[config.mk]
export PLATFORM = sky130hd
export DESIGN_NAME = cbm_ctrl
export DESIGN_NICKNAME = d
export VERILOG_FILES = /design/src/rtl/cbm_pkg.sv /design/src/rtl/cbm_plan.sv /design/src/rtl/cbm_seq.sv /design/src/rtl/cbm_ctrl.sv
export SDC_FILE = /design/constraint.sdc
export NUM_CORES = 1
export LEC_CHECK = 0
export CAP_MARGIN = 10
export CORE_MARGIN = 2
export CORE_UTILIZATION = 41
export CTS_CLUSTER_SIZE = 16
export DETAILED_ROUTE_END_ITERATION = 12
export PLACE_DENSITY = 0.78
export REMOVE_ABC_BUFFERS = 1
export SYNTH_ARGS = -nofsm -noshare
export SYNTH_HDL_FRONTEND = slang
export SYNTH_SLANG_ARGS = --single-unit
[constraint.sdc]
create_clock -name clk -period 1.8 [get_ports clk]
set_clock_uncertainty 0.2 [all_clocks]
set_input_delay 0.18 -clock clk [delete_from_list [all_inputs] [get_ports clk]]
set_output_delay 0.18 -clock clk [all_outputs]
set_load 0.02 [all_outputs]
[src/rtl/cbm_pkg.sv]
`timescale 1ns/1ps
package cbm_pkg;
  typedef enum logic [1:0] {MESI_I = 2'd0, MESI_S = 2'd1, MESI_E = 2'd2, MESI_M = 2'd3} mesi_e;
  typedef enum logic [2:0] {
    OP_TOUCH = 3'd0, OP_TOUCH_ST = 3'd1, OP_ZERO = 3'd2, OP_STORE = 3'd3, OP_FLUSH = 3'd4
  } cmd_e;
  typedef enum logic [1:0] {BOP_READ = 2'd0, BOP_KILL = 2'd1, BOP_CLEAN = 2'd2, BOP_FLUSH = 2'd3} bop_e;

  typedef struct packed {
    logic  need_bus;
    bop_e  bus_op;
    logic  need_push;
    logic  wr_state;
    mesi_e new_state;
    logic  fill;       // final state chosen by snoop response
    logic  zero;
    logic  ref_upd;
    logic  exc;
  } plan_t;
endpackage

[src/rtl/cbm_plan.sv]
`timescale 1ns/1ps
module cbm_plan
  import cbm_pkg::*;
(
  input  logic [2:0] op,
  input  logic [1:0] st,
  input  logic       xlat_hit,
  input  logic       load_ok,
  input  logic       dstore_seg,
  input  logic       cacheable,
  input  logic       write_thru,
  input  logic       cache_off,
  output plan_t      plan
);
  mesi_e cur;
  logic  owned;
  logic  touch_ok;
  logic  zero_bad;

  always_comb begin
    cur      = mesi_e'(st);
    owned    = (cur == MESI_E) || (cur == MESI_M);
    touch_ok = xlat_hit && load_ok && !dstore_seg && cacheable;
    zero_bad = !cacheable || write_thru || cache_off;
    plan     = '0;
    case (op)
      OP_TOUCH, OP_TOUCH_ST: begin
        if (touch_ok) begin
          plan.ref_upd = 1'b1;
          if (cur == MESI_I) begin
            plan.need_bus = 1'b1;
            plan.bus_op   = BOP_READ;
            plan.wr_state = 1'b1;
            plan.fill     = 1'b1;
          end
        end
      end
      OP_ZERO: begin
        if (zero_bad) begin
          plan.exc = 1'b1;
        end else begin
          plan.need_bus  = !owned;
          plan.bus_op    = BOP_KILL;
          plan.zero      = 1'b1;
          plan.wr_state  = 1'b1;
          plan.new_state = MESI_M;
        end
      end
      OP_STORE: begin
        if (cur == MESI_M) begin
          plan.need_push = 1'b1;
          plan.wr_state  = 1'b1;
          plan.new_state = MESI_E;
        end else if (!owned) begin
          plan.need_bus = 1'b1;
          plan.bus_op   = BOP_CLEAN;
        end
      end
      OP_FLUSH: begin
        plan.wr_state  = 1'b1;
        plan.new_state = MESI_I;
        plan.need_push = (cur == MESI_M);
        plan.need_bus  = !owned;
        plan.bus_op    = BOP_FLUSH;
      end
      default: plan = '0;
    endcase
  end
endmodule

[src/rtl/cbm_seq.sv]
`timescale 1ns/1ps
module cbm_seq
  import cbm_pkg::*;
(
  input  logic  clk,
  input  logic  rst_n,
  input  logic  cmd_valid,
  input  plan_t plan_d,
  input  logic  peer_copy,
  input  logic  bus_gnt,
  input  logic  mq_ready,
  output logic  idle,
  output logic  in_bus,
  output logic  in_push,
  output logic  fin,
  output plan_t plan_q,
  output mesi_e fin_state
);
  typedef enum logic [1:0] {SQ_IDLE, SQ_BUS, SQ_PUSH, SQ_FIN} sq_e;
  sq_e  fsm_q, fsm_d;
  logic plan_en, peer_en, peer_q;

  always_comb begin
    fsm_d = fsm_q;
    case (fsm_q)
      SQ_IDLE: if (cmd_valid)
                 fsm_d = plan_d.need_bus ? SQ_BUS : (plan_d.need_push ? SQ_PUSH : SQ_FIN);
      SQ_BUS:  if (bus_gnt) fsm_d = plan_q.need_push ? SQ_PUSH : SQ_FIN;
      SQ_PUSH: if (mq_ready) fsm_d = SQ_FIN;
      default: fsm_d = SQ_IDLE;
    endcase
  end

  assign plan_en = (fsm_q == SQ_IDLE) && cmd_valid;
  assign peer_en = (fsm_q == SQ_BUS) && bus_gnt;

  always_ff @(posedge clk or negedge rst_n) begin
    if (!rst_n) begin
      fsm_q  <= SQ_IDLE;
      plan_q <= '0;
      peer_q <= 1'b0;
    end else begin
      fsm_q <= fsm_d;
      if (plan_en) plan_q <= plan_d;
      if (peer_en) peer_q <= peer_copy;
    end
  end

  assign idle      = (fsm_q == SQ_IDLE);
  assign in_bus    = (fsm_q == SQ_BUS);
  assign in_push   = (fsm_q == SQ_PUSH);
  assign fin       = (fsm_q == SQ_FIN);
  assign fin_state = plan_q.fill ? (peer_q ? MESI_S : MESI_E) : plan_q.new_state;
endmodule

[src/rtl/cbm_ctrl.sv]
`timescale 1ns/1ps
module cbm_ctrl
  import cbm_pkg::*;
#(
  parameter int LINE_WORDS = 8
) (
  input  logic                  clk,
  input  logic                  rst_n,
  input  logic                  cmd_valid,
  output logic                  cmd_ready,
  input  logic [2:0]            cmd_op,
  input  logic [1:0]            line_state,
  input  logic                  xlat_hit,
  input  logic                  load_ok,
  input  logic                  dstore_seg,
  input  logic                  cacheable,
  input  logic                  write_thru,
  input  logic                  cache_off,
  input  logic                  peer_copy,
  output logic                  bus_req,
  output logic [1:0]            bus_op,
  input  logic                  bus_gnt,
  output logic                  push_valid,
  input  logic                  mq_ready,
  output logic [LINE_WORDS-1:0] zero_we,
  output logic                  state_we,
  output logic [1:0]            state_next,
  output logic                  ref_touch,
  output logic                  excp_align,
  output logic                  done
);
  plan_t plan_d, plan_q;
  mesi_e fin_state;
  logic  idle, in_bus, in_push, fin;

  cbm_plan u_plan (
    .op(cmd_op), .st(line_state), .xlat_hit(xlat_hit), .load_ok(load_ok),
    .dstore_seg(dstore_seg), .cacheable(cacheable), .write_thru(write_thru),
    .cache_off(cache_off), .plan(plan_d)
  );

  cbm_seq u_seq (
    .clk(clk), .rst_n(rst_n), .cmd_valid(cmd_valid), .plan_d(plan_d),
    .peer_copy(peer_copy), .bus_gnt(bus_gnt), .mq_ready(mq_ready),
    .idle(idle), .in_bus(in_bus), .in_push(in_push), .fin(fin),
    .plan_q(plan_q), .fin_state(fin_state)
  );

  assign cmd_ready  = idle;
  assign bus_req    = in_bus;
  assign bus_op     = plan_q.bus_op;
  assign push_valid = in_push;
  assign done       = fin;
  assign state_we   = fin && plan_q.wr_state;
  assign state_next = fin_state;
  assign ref_touch  = fin && plan_q.ref_upd;
  assign excp_align = fin && plan_q.exc;

  for (genvar w = 0; w < LINE_WORDS; w++) begin : g_zero
    assign zero_we[w] = fin && plan_q.zero;
  end
endmodule

* After elaboration in Yosys (flattened, before gate mapping)
Index checks and enable logic that the tools add are counted.
Storage, ports and cells: flip-flop bits (word level) 13, input port bits 17, output and inout port bits 19
Operators by class: eq/ne operators 12, mux-type cells 29, reduce and logical (&&, ||, !) cells 20
Operators by type and width (count):
- 3-bit 2-to-1 mux | 6
- 2-bit 2-to-1 mux | 6
- 3-bit case mux with 4 select lines | 1
- 1-bit 2-to-1 mux | 11
- 1-bit logical AND | 9
- 2-bit equality test, second input constant | 4
- 3-bit by 2-bit equality test with 1-bit output, second input constant | 2
- 2-bit case mux with 3 select lines | 1
- 2-bit zero test | 2
- 4-bit 2-to-1 mux | 1
- 2-bit by 1-bit inequality test with 1-bit output, second input constant | 2
- 1-bit case mux with 4 select lines | 1
- 2-bit case mux with 2 select lines | 1
- 3-bit by 1-bit equality test with 1-bit output, second input constant | 1
- 3-bit equality test, second input constant | 1
- 1-bit zero test | 3
- 3-bit zero test | 1
- 1-bit logical OR | 3
- 3-bit AND reduction | 1
- 2-bit by 1-bit equality test with 1-bit output, second input constant | 1
- 2-bit inequality test, second input constant | 1
- 1-bit case mux with 2 select lines | 1
- 2-bit OR reduction | 1

* Depth between registers and ports, before layout
Gate-level depths: netlist (run 1).
word-level depth 8, depth in mapped cells 6

* By module
From an unflattened synthesis (run 1), not the netlist that was laid out.
Unflattened totals: cells, all modules 90, area total of the unflattened synthesis 958.4 um2
Modules (own cells, without submodules):
- cbm_seq | times used 1, cells each 53, area each 706.9 um2, sequential area each 350.3 um2
- cbm_plan | times used 1, cells each 26, area each 173.9 um2, sequential area each 0.0 um2
- cbm_ctrl | times used 1, cells each 11, area each 77.6 um2, sequential area each 0.0 um2

* Worst setup path after synthesis (run 1)
Ideal clock, no wire load.
path type register -> register, start point reg u_seq.fsm_q[0], end point reg, netlist name u_seq.plan_q[9], data arrival time 1.411 ns, slack 0.053 ns, stages on the path, launching flop included 7, clock period less this slack 1.747 ns, cell sequence dfrtp_1 > inv_1 > ha_1 > nand2_1 > clkbuf_1 > nand2_1 > o21ai_0
Between the ends: word-level cells in the longest chain between the ends 2
Ends and longest elaborated chain:
- from (decl) | line cbm_seq.sv:20 | sq_e fsm_q, fsm_d;
- from (signal assigned) | line cbm_seq.sv:43 | fsm_q <= fsm_d;
- 2-bit zero test
- named net cmd_ready | line cbm_ctrl.sv:10 | output logic cmd_ready,
- 1-bit logical AND | line cbm_seq.sv:34 | assign plan_en = (fsm_q == SQ_IDLE) && cmd_valid;
The timed path passes the listed nets, and every way through them passes these cells. A chain may end at the register's enable or synchronous reset.

* Worst setup path in the final report (run 1)
start point reg u_seq.fsm_q[0], end point out done
Between the ends: word-level cells in the longest chain between the ends 1
Ends and longest elaborated chain:
- 2-bit equality test | line cbm_seq.sv:52 | assign fin = (fsm_q == SQ_FIN);
- to (decl) | line cbm_ctrl.sv:30 | output logic done
No other way between the ends.

==> qor.csv, run 1 <==
metric,value,unit
outcome,"complete, no violations",
Mapped Area,834.6,µm²
Initial DRT Pass Iterations,4,
Die ar.,0.002412,mm²
P_int,890.1,µW
final worst setup slack,0.06261,ns
DR vias,858,
Root Driver,clkbuf_4,
largest fanout on the critical path,3,
Ys Warns,0,
post-synth cell types,31,
pwr dens,1193,mW/mm²
largest net degree at the start of global routing,13,
Sequential Power Share,26.7,%
Setup CP Type,reg -> out,
Net Switching,625.0,µW
Rel. slew slack,63.37,%
"delay-heaviest family, CP",buffers and inverters,
Worst Hold Class,in -> async,
DP HPWL,1827,µm
logic gate share of total power,58.3,%
Worst Tran Pin Value,0.5477,ns
drc violations,0,
Die Ht,49.12,µm
Worst EP required,1.42,ns
Critical Path Start,u_seq.fsm_q[0],
syn avg cell area,8.878,µm²
final core occ,65.40,%
vias per inst,5.169,
max cap viols,0,
"Critical Path, Cell by Cell",ha_2 > buf_4 > dlygate4sd2_1,
placed cell count,162,
crit path DAT,1.36,ns
Port Buffers,35,
f_max,575.6,MHz
min Tclk post-route,1.737,ns
clock transition at the registers of the reported paths,0.08,ns
H-tree levels,1,
initial antenna violation count,0,
Reg-to-Reg Start,u_seq.fsm_q[1],
tightest hold margin,0.03947,ns
ANT nets after route,0,
"slowest stage cell, crit path",dfrtp_1,
CP max stage delay,0.40,ns
CTS Buf Count,3,
DP Worst Slack,-0.1337,ns
CP Launch Type,flop,
total track usage,20.09,%
fin crit share,96.52,%
Synth-to-Final Area Change,52.17,%
I/O pin count,36,
most frequent cells in the layout,"clkdlybuf4s50_1, buf_4, nand2_1, buf_2, dfrtp_1",
# clock sinks,12,
vias in the first global route,847,
clk_lat worst skew,0.29,ns
# setup viols final,0,
Overflow after GRT,0,
Sw Ratio,41.25,%
Pleak,0.5998,nW
Seq cells post-synth,12,
Register Area,300.3,µm²
Rows,16,
"commonest non-fill, non-tap cell in the layout",clkdlybuf4s50_1,
Initial Util,42.98,%
Die X,49.12,µm
Max Buffers Root-to-Sink,2,
Synth Instances,94,
DR iter-0 viols,14,
buffers plus inverters on the worst setup path,2,
sequential share of the synthesized area,35.98,%
clock power share,15.0,%
Layout fillers,179,
share of cells above drive strength 1,33.81,%
maximum VDD drop,0.0006935,V
CP endpoint kind,output port,
Final Hold Vio Count,0,
max-slew violations,0,
first-pass GRT wire length,3684,µm
Multi-input gate area,464.2,µm²
final wirelength,2322,µm
Core Area,0.001942,mm²
CTS tree,yes,
nets,161,
routability cong.,0.8701,
final cell count without fillers,166,
# diodes,0,
routed len/inst,13.99,µm
==> cell usage after synthesis <==
master / count / share of area, %
o211ai_1: 1 / 0.90
nand3_1: 2 / 1.2
nor3b_2: 1 / 1.5
nor2_1: 5 / 2.2
a221oi_1: 1 / 1.0
mux2i_1: 1 / 1.2
buf_2: 1 / 0.60
nand2_1: 13 / 5.8
o31ai_1: 5 / 4.5
and4bb_2: 1 / 1.5
nor3b_1: 1 / 0.90
dfrtp_1: 12 / 36
nor2b_1: 2 / 1.5
o21ai_0: 5 / 3.0
buf_4: 9 / 8.1
or3b_1: 1 / 1.0
a31oi_1: 2 / 1.5
nand2b_1: 2 / 1.5
inv_1: 7 / 3.1
o221ai_1: 1 / 1.0
o41ai_1: 2 / 2.1
and2_1: 4 / 3.0
o21a_1: 1 / 0.90
clkbuf_1: 1 / 0.45
ha_1: 4 / 6.0
mux2_2: 2 / 2.7
and3b_1: 1 / 1.0
nand3b_1: 1 / 0.90
o221a_1: 1 / 1.3
a211oi_2: 1 / 1.5
a21oi_1: 3 / 1.8
==> worst reg2reg max path: cells and delay by family (launching register included) <==
| family | cells | cell delay, ns |
|---|---|---|
| flops | 1 | 0.39 |
| buf+inv | 4 | 0.42 |
| fa+ha+maj | 1 | 0.14 |
| simple gates | 1 | 0.10 |
| compound gates | 2 | 0.33 |
==> layer usage <==
metal / part of all wire [%] / GRT usage (%) / vias to the layer above
met4: 3.4 / 12.38 / 0
met2: 51 / 33.33 / 39
met1: 42 / 24.22 / 387
met5: 0 / 0 / -
li1: - / - / 415
met3: 4.1 / 3.067 / 17
==> path summary, 6_finish.rpt <==
kind,endpoint,slack [ns],cells after the start
worst max-delay path,done,0.06,3
worst min-delay path,u_seq.plan_q[0],0.04,1
worst max register to register,u_seq.fsm_q[1],0.13,8
worst min register to register,u_seq.plan_q[1],0.28,2
max in group asynchronous,u_seq.fsm_q[0],1.00,1
min in group clk,u_seq.plan_q[1],0.28,2
==> area by class of cell <==
type,count,share of cell area [%]
multi-input combinational,64,36.55
timing repair buffer,52,32.22
sequential,12,23.65
clock buffer,4,2.857
tap,27,2.660
inverter,7,2.069
==> flip-flops by register name, summed over array words and instances (netlist names) <==
| name | cells |
|---|---|
| u_seq.peer_q | 1 |
| u_seq.plan_q | 9 |
| u_seq.fsm_q | 2 |
==> logic make-up after synthesis <==
group           synth area share (%)
simple gates                   22.19
compound gates                 19.64
buf+inv                        12.29
flops                          35.98
fa+ha+maj                      5.997
mux                            3.898
==> per-stage QoR <==
step | cell area (µm²) | setup TNS [ns] | total power [mW]
floorplan | 758.2 | -3.987 | 0.8602
global placement | 1270 | -0.5404 | 1.250
detailed placement | 1270 | -1.199 | 1.276
CTS | 1304 | -0.01858 | 1.475
global route | 1270 | -0.002406 | 1.625
finish | 1270 | 0 | 1.515
==> power by group through the flow <==
stage          clock [mW]  combinational [mW]  sequential (mW)
3_5_place_dp            0               0.868            0.408
6_report            0.228               0.883            0.404
5_1_grt             0.245               0.965            0.415
3_3_place_gp            0               0.845            0.405
2_1_floorplan           0               0.432            0.428
4_1_cts             0.230               0.841            0.403
==> repair_timing <==
action | 4_1_cts | 5_1_grt
endpoints found under the setup margin | 18 | 20
pin swaps | 0 | 2
endpoints found under the hold margin | 0 | 0
gates resized for setup | 50 | 16
hold buffers | 0 | 0
setup buffers | 0 | 0
(Power assumes the default switching activity.)
==> inputs of run 2 (changes only) <==
--- a/config.mk
+++ b/config.mk
@@ -6,12 +6,15 @@
 export NUM_CORES = 1
 export LEC_CHECK = 0
 export CAP_MARGIN = 10
+export CELL_PAD_IN_SITES_DETAIL_PLACEMENT = 1
+export CELL_PAD_IN_SITES_GLOBAL_PLACEMENT = 1
 export CORE_MARGIN = 2
-export CORE_UTILIZATION = 41
+export CORE_UTILIZATION = 29
 export CTS_CLUSTER_SIZE = 16
 export DETAILED_ROUTE_END_ITERATION = 12
-export PLACE_DENSITY = 0.78
+export PLACE_DENSITY_LB_ADDON = 0.1
 export REMOVE_ABC_BUFFERS = 1
 export SYNTH_ARGS = -nofsm -noshare
 export SYNTH_HDL_FRONTEND = slang
 export SYNTH_SLANG_ARGS = --single-unit
+export TNS_END_PERCENT = 100
==> run 2 against run 1 <==
Net effect: cell area down 0.30%; fmax is 0.19% lower; sequential share of layout area increased by 0.070 points; combinational power increased by 3.7%; register-to-register slack worse by 0.05 ns; core utilization fell by 19 points; worst hold slack gained 0.028 ns; final cell count is 2.4% higher; wire length is 6.4% higher; clock power down 22%; largest cell class unchanged.
==> qor.csv, run 2 (synthesized netlist as in run 1, its figures left out) <==
metric,value,unit,change
outcome,"complete, no violations",,
Overflow after GRT,0,,unchanged
hold buffer count at CTS,0,,unchanged
Root Driver,clkbuf_4,,
maximum VDD drop,0.0007526,V,+8.5%
final cell count without fillers,170,,+2.4%
Port Buffers,35,,unchanged
fin crit share,96.71,%,+0.19 points
max reg flops,9,,unchanged
Rel. slew slack,59.92,%,-3.5 points
routed len/inst,14.54,µm,+3.9%
max cap viols,0,,unchanged
Top reg by flops,u_seq.plan_q,,
DR vias,840,,-2.1%
"commonest non-fill, non-tap cell in the layout",clkdlybuf4s50_1,,
# diodes,0,,unchanged
drc violations,0,,unchanged
Worst Tran Pin Value,0.5993,ns,+0.05161 ns
postcts setup bufs,0,,unchanged
Die X,57.65,µm,+17%
Reg-to-Reg Start,u_seq.fsm_q[0],,
Die Ht,57.65,µm,+17%
final wirelength,2471,µm,+6.4%
largest registers,"u_seq.plan_q: 9 flops, u_seq.fsm_q: 2 flops, u_seq.peer_q: 1 flops",,
Worst EP required,1.42,ns,about the same
pwr dens,1184,mW/mm²,-0.74%
"Critical Path, Cell by Cell",ha_2 > buf_4 > dlygate4sd2_1,,
ANT nets after route,0,,unchanged
nets,162,,+0.62%
Final Hold Vio Count,0,,unchanged
# clock sinks,12,,unchanged
Initial DRT Pass Iterations,4,,unchanged
most frequent cells in the layout,"clkdlybuf4s50_1, buf_4, nand2_1, buf_2, dfrtp_1",,
min Tclk post-route,1.741,ns,+0.003391 ns
clk_lat worst skew,0.28,ns,about the same
DP HPWL,1956,µm,+7.1%
largest fanout on the critical path,5,,+2
# setup viols final,0,,unchanged
vias in the first global route,843,,-0.47%
CTS Buf Count,3,,unchanged
first-pass GRT wire length,3981,µm,+8.1%
Max Buffers Root-to-Sink,2,,unchanged
CP max stage delay,0.39,ns,about the same
Layout fillers,341,,+91%
"slowest stage cell, crit path",dfrtp_1,,
share of cells above drive strength 1,33.09,%,-0.72 points
Synth-to-Final Area Change,51.72,%,
vias per inst,4.941,,-4.4%
Rows,19,,+3
placed cell count,167,,+3.1%
CTS tree,yes,,
Worst Hold Class,in -> async,,
Final Power,1.499,mW,-1.0%
Pleak,0.5978,nW,-0.33%
H-tree levels,1,,unchanged
crit path DAT,1.36,ns,about the same
DR iter-0 viols,10,,-4
Initial Util,30.53,%,-12 points
CP Launch Type,flop,,
Die ar.,0.003323,mm²,+38%
I/O pin count,36,,unchanged
Core Area,0.002734,mm²,+41%
RSZ-0062 raised after global routing,true,,
Critical Path Start,u_seq.fsm_q[0],,
Setup CP Type,reg -> out,,
clock transition at the registers of the reported paths,0.09,ns,about the same
total track usage,16.02,%,-4.1 points
max-slew violations,0,,unchanged
routability cong.,0.7836,,-9.9%
f_max,574.5,MHz,-0.19%
initial antenna violation count,0,,unchanged
CP endpoint kind,output port,,
largest net degree at the start of global routing,19,,+6
-- run 2: cell types whose count changed in the layout (fill, tap and decap cells not counted) --
cell             change
buf_12               +1
clkbuf_8             -1
o41ai_2              -1
o41ai_1              +1
nand2_2              -1
nand2_1              +1
clkdlybuf4s15_1      -1
buf_2                +1
-- run 2: critical path: cells and delay by family (launching register included) --
kind | cells | cell delay, ns
buf+inv | 2 | 0.46
flops | 1 | 0.39
fa+ha+maj | 1 | 0.21
-- run 2: power breakdown --
group	switching [mW]	internal (mW)	leakage, nW
Sequential	0.0497	0.357	0.157
Combinational	0.478	0.438	0.427
Clock	0.0991	0.0777	0.0138
Total	0.627	0.872	0.598
-- run 2: routing by layer --
| metal | global-route usage, % | part of all wire (%) | vias up |
|---|---|---|---|
| li1 | - | - | 414 |
| met1 | 21.04 | 45 | 392 |
| met2 | 25.32 | 47 | 29 |
| met3 | 2.232 | 5.3 | 5 |
| met4 | 8.970 | 2.3 | 0 |
| met5 | 0 | 0 | - |
-- run 2: metrics by stage --
stage	TNS, ns	util [%]	setup WS, ns	instance area, µm²	hold WS (ns)
after floorplan	-3.987	-	-0.4883	758.2	-0.3156
after global placement	-0.5656	47.37	-0.07138	1295	0.2508
final	0	46.32	0.05922	1266	0.06730
after detailed placement	-0.9011	47.37	-0.09809	1295	0.2646
after CTS	0	48.38	0.002370	1323	0.09399
after global routing	-0.02050	46.32	-0.02050	1266	0.09805
-- run 2: timing repair --
item | CTS | global route
pin swaps | 0 | 2
gates resized for setup | 48 | 18
hold endpoints to repair | 0 | 0
setup endpoints to repair | 19 | 16
-- run 2: cell type report --
class / instances / area [µm²] / share of cell area [%]
Timing Repair Buffer: 53 / 424.2 / 33.50
Sequential cell: 12 / 300.3 / 23.72
Inverter: 7 / 26.28 / 2.075
Clock buffer: 3 / 22.52 / 1.779
Tap cell: 31 / 38.79 / 3.063
Multi-Input combinational cell: 64 / 454.2 / 35.87
-- run 2: final timing paths --
kind                       slack (ns)               to  cells after the start
max                              0.06             done                      3
min                              0.07     u_seq.peer_q                      1
max reg2reg                      0.08   u_seq.fsm_q[1]                      8
min reg2reg                      0.28  u_seq.plan_q[0]                      2
max in group asynchronous        0.93  u_seq.plan_q[5]                      1
min in group clk                 0.28  u_seq.plan_q[0]                      2
